File: src/rtl/burst_splitter.sv
module burst_splitter #(
  parameter int DATA_BYTES = 8,
  parameter int ADDR_W     = 32,
  parameter int CNT_W      = 16
) (
  input  logic              clk,
  input  logic              rst_n,
  input  logic              req_valid,
  output logic              req_ready,
  input  logic [ADDR_W-1:0] req_addr,
  input  logic [CNT_W-1:0]  req_words,
  input  logic [8:0]        req_max_beats,
  output logic              burst_valid,
  input  logic              burst_ready,
  output logic [ADDR_W-1:0] burst_addr,
  output logic [7:0]        burst_len,
  output logic              done
);
  localparam int SH  = $clog2(DATA_BYTES);
  localparam int CAP = (4096 / DATA_BYTES > 256) ? 256 : 4096 / DATA_BYTES;
  localparam int MW  = (CNT_W > 13) ? CNT_W : 13;

  logic              busy;
  logic [ADDR_W-1:0] cur_addr;
  logic [CNT_W-1:0]  rem;
  logic [8:0]        lim;
  logic [12:0]       room;
  logic [MW-1:0]     lim_or_room, beats_x;
  logic [8:0]        beats;
  logic [8:0]        eff_max;
  logic              take, fire, last;

  assign eff_max     = (req_max_beats == 9'd0 || req_max_beats > 9'(CAP)) ? 9'(CAP) : req_max_beats;
  assign room        = 13'(4096 / DATA_BYTES) - 13'(cur_addr[11:SH]);
  assign lim_or_room = (MW'(room) < MW'(lim)) ? MW'(room) : MW'(lim);
  assign beats_x     = (MW'(rem) < lim_or_room) ? MW'(rem) : lim_or_room;
  assign beats       = beats_x[8:0];

  assign req_ready   = !busy;
  assign burst_valid = busy;
  assign burst_addr  = cur_addr;
  assign burst_len   = 8'(beats - 9'd1);

  assign take = req_valid && !busy;
  assign fire = busy && burst_ready;
  assign last = MW'(rem) == beats_x;

  always_ff @(posedge clk) begin
    if (!rst_n) begin
      busy     <= 1'b0;
      cur_addr <= '0;
      rem      <= '0;
      lim      <= 9'(CAP);
      done     <= 1'b0;
    end else begin
      done <= (fire && last) || (take && req_words == '0);
      if (take) begin
        cur_addr <= req_addr;
        rem      <= req_words;
        lim      <= eff_max;
        busy     <= req_words != '0;
      end else if (fire) begin
        cur_addr <= cur_addr + (ADDR_W'(beats) << SH);
        rem      <= rem - CNT_W'(beats);
        busy     <= !last;
      end
    end
  end
endmodule


File: config.mk
export PLATFORM = sky130hd
export DESIGN_NAME = burst_splitter
export DESIGN_NICKNAME = d
export VERILOG_FILES = /design/src/rtl/burst_splitter.sv
export SDC_FILE = /design/constraint.sdc
export NUM_CORES = 1
export LEC_CHECK = 0
export BUFFER_PORTS_ARGS = -buffer_cell sky130_fd_sc_hd__buf_4
export CORE_MARGIN = 5
export CORE_UTILIZATION = 35
export DETAILED_ROUTE_END_ITERATION = 8
export PLACE_DENSITY = 0.58
export REMOVE_ABC_BUFFERS = 1
export SETUP_SLACK_MARGIN = 0.05
export SLEW_MARGIN = 20
export SYNTH_ARGS = -nofsm -noshare
export SYNTH_HDL_FRONTEND = slang
export SYNTH_SLANG_ARGS = --single-unit
File: constraint.sdc
create_clock -name clk -period 14.6 [get_ports clk]
set_input_delay 0.73 -clock clk [delete_from_list [all_inputs] [get_ports clk]]
set_output_delay 0.73 -clock clk [all_outputs]
set_load 0.03 [all_outputs]
==> flow_metrics.env, run 1 <==
export IMPL_yosysSeqAreaShare_pct=25.54
export IMPL_numPlacedInstances=862
export IMPL_reg2regPathDepth=31
export IMPL_antenna_cells=0
export IMPL_clk_pin_slew_ns=0.05
export IMPL_clock_sinks=59
export IMPL_antenna_found_initial=0
export IMPL_fin_setup_tns_ns=0
export IMPL_ios=104
export IMPL_startpoint_type="flip-flop"
export IMPL_fin_nets=798
export IMPL_wl_per_cell_um=17.16
export IMPL_slew_viol_final=0
export IMPL_grt_pass1_wl_um=24610
export IMPL_initial_core_util_pct=35.34
export IMPL_ys_ff_latch=59
export IMPL_syn_inst=606
export IMPL_tightest_slew_ns=0.9950
export IMPL_grt_pass1_vias=4803
export IMPL_stdcell_count=878
export IMPL_drtIter0Drc=424
export IMPL_min_from="lim[5]"
export IMPL_async_flop_share_pct=0
export IMPL_fmax_ghz=0.1325
export IMPL_insertion_delay_ns=0.34
export IMPL_pwr_density_cell_nw_per_um2=182.4
export IMPL_rr_startpoint="burst_addr[3]"
export IMPL_synth_top_area_share_pct=25.54
export IMPL_via_per_inst=5.566
export IMPL_synthFlopType="dfxtp_1"
export IMPL_yosysUniqueCellTypes=68
export IMPL_outcome="finished clean"
export IMPL_grt_max_degree=45
export IMPL_cts_resized=0
export IMPL_synth_edff_count=0
export IMPL_hold_viol=0
export IMPL_core_area_um2=13090
export IMPL_setup_viol=0
export IMPL_globalplace_congestion=0.8814
export IMPL_relSlewSlack_pct=33.50
export IMPL_yosys_top_cells_area="dfxtp_1 (26%), ha_1 (10%), a21oi_1 (6.7%)"
export IMPL_grt_overflow=0
export IMPL_cp_required_ns=14.86
export IMPL_drc_errors=0
export IMPL_cpMostUsedCell="a21oi_1"
export IMPL_p_leak_nw=2.440
export IMPL_end_kind="flip-flop"
export IMPL_cts_buffers=9
export IMPL_cp_data_arrival_time_ns=7.81
export IMPL_slowest_stage="o211a_2"
export IMPL_ant_nets=0
export IMPL_worstHoldPathType="flip-flop to flip-flop"
export IMPL_fin_skew_ns=0.007484
export IMPL_die_width_um=124.9
export IMPL_track_usage_pct=19.12
export IMPL_synth_most_common_cell="a21oi_1"
export IMPL_hold_slack_ns=0.4589
export IMPL_post_cts_setup_buffers=0
export IMPL_wl_um=15070
export IMPL_yosysWarnings=0
export IMPL_avgSynthCellArea_um2=7.631
export IMPL_min_path_cells=2
export IMPL_cts_buffer_depth=2
export IMPL_yosys_area_top_type="dfxtp_1"
export IMPL_drive_gt1_share_pct=21.37
export IMPL_path_max_fanout=20
export IMPL_syn_area_um2=4624
export IMPL_rsz0062_at_grt="no"
export IMPL_finalCritPeriodShare_pct=51.69
export IMPL_cts_hold_buf=0
export IMPL_synthTopCellsByCount="a21oi_1 (62), dfxtp_1 (59), nand2_1 (59)"
export IMPL_startpoint="burst_addr[3]"
export IMPL_hpwlAfterDp_um=11240
export IMPL_worst_path_largest_cell_delay_ns=0.54
export IMPL_ir_drop_mv=0.09383
export IMPL_root_buffer="clkbuf_16"
export IMPL_cts_tree="yes"
export IMPL_maxCapViolations=0
export IMPL_vias=4887
export IMPL_port_buffers=103
export IMPL_dr_pass1_iters=5
export IMPL_htreeDepth=3
export IMPL_fin_crit_ns=7.546
export IMPL_syn2layout_area_growth_pct=26.87
export IMPL_fp_dieArea_um2=15610
export IMPL_die_h_um=124.9
export IMPL_fp_row_count=42
export IMPL_path_class="flip-flop to flip-flop"
[stage by stage]
step	setup WS (ns)	power [W]	util [%]	cell area, µm²
after floorplan	8.035	0.0006480	-	4489
after global placement	7.174	0.0008220	42.25	5528
after CTS	7.079	0.001075	44.84	5867
final	7.054	0.001070	44.84	5867
after detailed placement	7.115	0.0008265	42.25	5528
after global routing	6.400	0.001152	44.84	5867
[layout make-up]
| class | count | area (µm²) |
|---|---|---|
| Inverter | 39 | 146.4 |
| Multi-Input combinational cell | 480 | 3169 |
| Timing Repair Buffer | 108 | 810.8 |
| Tap cell | 176 | 220.2 |
| Clock buffer | 13 | 270.3 |
| Sequential cell | 59 | 1181 |
| Clock inverter | 3 | 68.82 |
| Fill cell | 1303 | 7218 |
[routing by layer]
layer	track usage [%]	vias to the layer above	share of wire, %
li1	-	2408	-
met1	26.28	2286	47
met2	29.87	180	45
met3	5.800	13	7.5
met4	3.954	0	1.1
met5	0	-	0
[critical path: cells and delay by family, from the launching register on]
kind	cells	cell delay (ns)
XOR/XNOR	1	0.19
AO/OA/AOI/OAI	14	2.99
multiplexers	1	0.38
AND/OR/NAND/NOR	8	2.13
adder cells (fa/ha/maj)	5	1.18
buffers and inverters	2	0.20
flip-flops	1	0.39
[where the power goes]
part / total [W] / switching, W / internal, W
combinational: 0.000623 / 0.000373 / 0.000250
sequential: 0.000205 / 0.0000275 / 0.000177
clock: 0.000242 / 0.0000779 / 0.000164
total: 0.00107 / 0.000479 / 0.000591
[logic make-up (layout without fill, tap and decap cells)]
group	count (synthesis)	after routing	share of synthesized area (%)
DFF	59	59	25.54
muxes	11	11	2.922
adders and majority gates	40	40	11.15
and+or+nand+nor	221	221	24.05
xor gates and xnor gates	25	25	4.735
other	1	1	0.08109
AOI/OAI and AO/OA	182	182	25.43
buffers and inverters	67	163	6.087
[cells in the final DEF (no fill, tap or decap), types with 5 or more instances in the layout]
master	instances
and3_1	9
a221oi_1	5
nor4_1	13
a31oi_1	13
xor2_1	7
nor2_1	44
a21o_1	6
xnor2_1	18
a22oi_1	10
o211ai_1	11
nand3b_1	7
nor3_1	18
nor2b_1	7
o21ai_2	5
nand4_1	11
clkbuf_16	9
nand2_1	59
a21oi_1	62
nand2b_1	5
buf_4	108
inv_1	36
nand3_1	23
ha_1	38
or3_1	6
dfxtp_1	59
o21ai_0	26
[registers in the layout, summed over array words and instances (netlist names)]
register / count
burst_addr: 32
rem: 16
lim: 9
burst_valid: 1
done: 1
[final timing paths]
path                         end  slack [ns]
setup / recovery  burst_addr[17]        7.05
hold / removal            lim[5]        0.46
setup reg to reg  burst_addr[17]        7.05
hold reg to reg           lim[5]        0.46
Note: power is estimated with default switching activity, not from simulation.
==> run 2: changes to the inputs <==
--- a/config.mk
+++ b/config.mk
@@ -9,7 +9,7 @@
 export CORE_MARGIN = 5
 export CORE_UTILIZATION = 35
 export DETAILED_ROUTE_END_ITERATION = 8
-export PLACE_DENSITY = 0.58
+export PLACE_DENSITY = 0.6
 export REMOVE_ABC_BUFFERS = 1
 export SETUP_SLACK_MARGIN = 0.05
 export SLEW_MARGIN = 20
==> constraint.sdc (replaced) <==
create_clock -name clk -period 6.8 [get_ports clk]
set_input_delay 0.34 -clock clk [delete_from_list [all_inputs] [get_ports clk]]
set_output_delay 0.34 -clock clk [all_outputs]
set_load 0.03 [all_outputs]
==> run 2 against run 1 <==
Net effect:
- clock skew is 0.0065 ns higher
- sequential share of layout area is 0.65 points lower
- register-to-register slack worse by 6.6 ns
- via count is 2.7% higher
- die area stayed put
- flip-flop and latch count stayed put
- worst setup slack worse by 6.6 ns
- final cell count is 2.1% higher
- first-iteration DRC count is 28% lower
- design area is 3.8% higher
==> flow_metrics.env, run 2 (synthesized netlist as in run 1, its figures left out) <==
export IMPL_setup_slack_ns=0.4910
export IMPL_ant_nets=0
export IMPL_path_class="flip-flop to flip-flop"
export IMPL_antenna_found_initial=0
export IMPL_pre_cts_ws_ns=-0.1194
export IMPL_final_common_cell="buf_4"
export IMPL_root_buffer="clkbuf_16"
export IMPL_ir_drop_mv=0.1758
export IMPL_dr_pass1_iters=5
export IMPL_slowest_stage="dfxtp_4"
export IMPL_antenna_cells=0
export IMPL_min_from="req_addr[0]"
export IMPL_vias=5019
export IMPL_globalplace_congestion=0.9269
export IMPL_fin_nets=816
export IMPL_rsz0062_at_grt="no"
export IMPL_wl_per_cell_um=16.85
export IMPL_grt_pass1_vias=4941
export IMPL_ios=104
export IMPL_fmax_ghz=0.1585
export IMPL_path_max_fanout=9
export IMPL_die_width_um=124.9
export IMPL_wl_met3_um=980
export IMPL_wl_met2_um=7055
export IMPL_initial_core_util_pct=35.34
export IMPL_drtIter0Drc=306
export IMPL_startpoint_type="flip-flop"
export IMPL_core_area_um2=13090
export IMPL_grt_max_degree=48
export IMPL_cts_hold_buf=0
export IMPL_cts_buffer_depth=2
export IMPL_hpwlAfterDp_um=11130
export IMPL_hold_viol=0
export IMPL_wl_um=15100
export IMPL_worstHoldPathType="input pin to flip-flop"
export IMPL_via_per_inst=5.602
export IMPL_final_cell_mix="buf_4 (125), nand2_1 (59), a21oi_1 (57), dfxtp_1 (57), nor2_1 (42)"
export IMPL_p_leak_nw=2.521
export IMPL_port_buffers=103
export IMPL_setup_viol=0
export IMPL_cts_buffers=9
export IMPL_die_h_um=124.9
export IMPL_cts_tree="yes"
export IMPL_track_usage_pct=19.19
export IMPL_worst_path_largest_cell_delay_ns=0.37
export IMPL_largest_reg_flops=32
export IMPL_fp_dieArea_um2=15610
export IMPL_dr_max_layer_used="met4"
export IMPL_clk_pin_slew_ns=0.06
export IMPL_tightest_slew_ns=1.084
export IMPL_fin_skew_ns=0.01394
export IMPL_drive_gt1_share_pct=26.81
export IMPL_finalCritPeriodShare_pct=92.78
export IMPL_clock_sinks=59
export IMPL_grt_pass1_wl_um=24560
export IMPL_slew_viol_final=0
export IMPL_cp_required_ns=7.06
export IMPL_cp_data_arrival_time_ns=6.57
export IMPL_rr_startpoint="burst_addr[3]"
export IMPL_end_kind="flip-flop"
export IMPL_maxCapViolations=0
export IMPL_relSlewSlack_pct=27.57
export IMPL_drc_errors=0
export IMPL_fp_row_count=42
export IMPL_startpoint="burst_addr[3]"
export IMPL_grt_overflow=0
export IMPL_pwr_density_cell_nw_per_um2=392.9
export IMPL_fin_crit_ns=6.309
export IMPL_fin_total_pwr_w=0.002393
export IMPL_insertion_delay_ns=0.35
export IMPL_wl_met1_um=6833
export IMPL_outcome="finished clean"
export IMPL_syn2layout_area_growth_pct=31.68
export IMPL_htreeDepth=3
## run 2: power breakdown
part	switching (W)	internal [W]	leakage [nW]
Sequential	0.0000606	0.000381	0.487
Clock	0.000185	0.000286	0.142
Combinational	0.000844	0.000636	1.89
## run 2: final timing paths
check	slack (ns)	endpoint	cells after the start
worst max-delay path	0.49	burst_addr[29]	32
worst min-delay path	0.24	burst_addr[0]	3
worst max register to register	0.49	burst_addr[29]	32
worst min register to register	0.46	burst_addr[1]	2
## run 2: metal layers
metal	vias up	track usage (%)
li1	2439	-
met2	158	31.42
met4	0	6.569
met1	2404	24.50
met5	-	0
met3	18	5.245
## run 2: cell type report
cell class                      count  area [µm²]
Clock buffer                        9       225.2
Clock inverter                      7       76.32
Fill cell                        1305        6995
Inverter                           39       146.4
Multi-Input combinational cell    480        3286
Sequential cell                    59        1186
Tap cell                          176       220.2
Timing Repair Buffer              126       949.7
## run 2: metrics by stage
stage	area, µm²	utilization, %	hold WS (ns)	std cells	TNS [ns]
after detailed placement	5610	42.88	0.4470	873	-0.3352
after global placement	5610	42.88	0.4447	873	0
after global routing	6090	46.54	0.2350	896	0
after CTS	5929	45.31	0.2316	890	0
final	6090	46.54	0.2419	896	0
after floorplan	4489	-	0.4289	578	0
## run 2: what timing repair did
item,in CTS,in global routing
gates resized for setup,3,31
buffers inserted,1,6
endpoints found under the setup margin,11,32
pin swaps,1,14
## run 2: critical path, delay by kind of cell (launching register included)
family                     cells  cell delay [ns]
buffers and inverters          3             0.36
adders and majority gates      5             1.14
xor gates and xnor gates       1             0.19
AOI/OAI and AO/OA             14             2.18
DFF                            1             0.37
and+or+nand+nor                8             1.63
muxes                          1             0.33
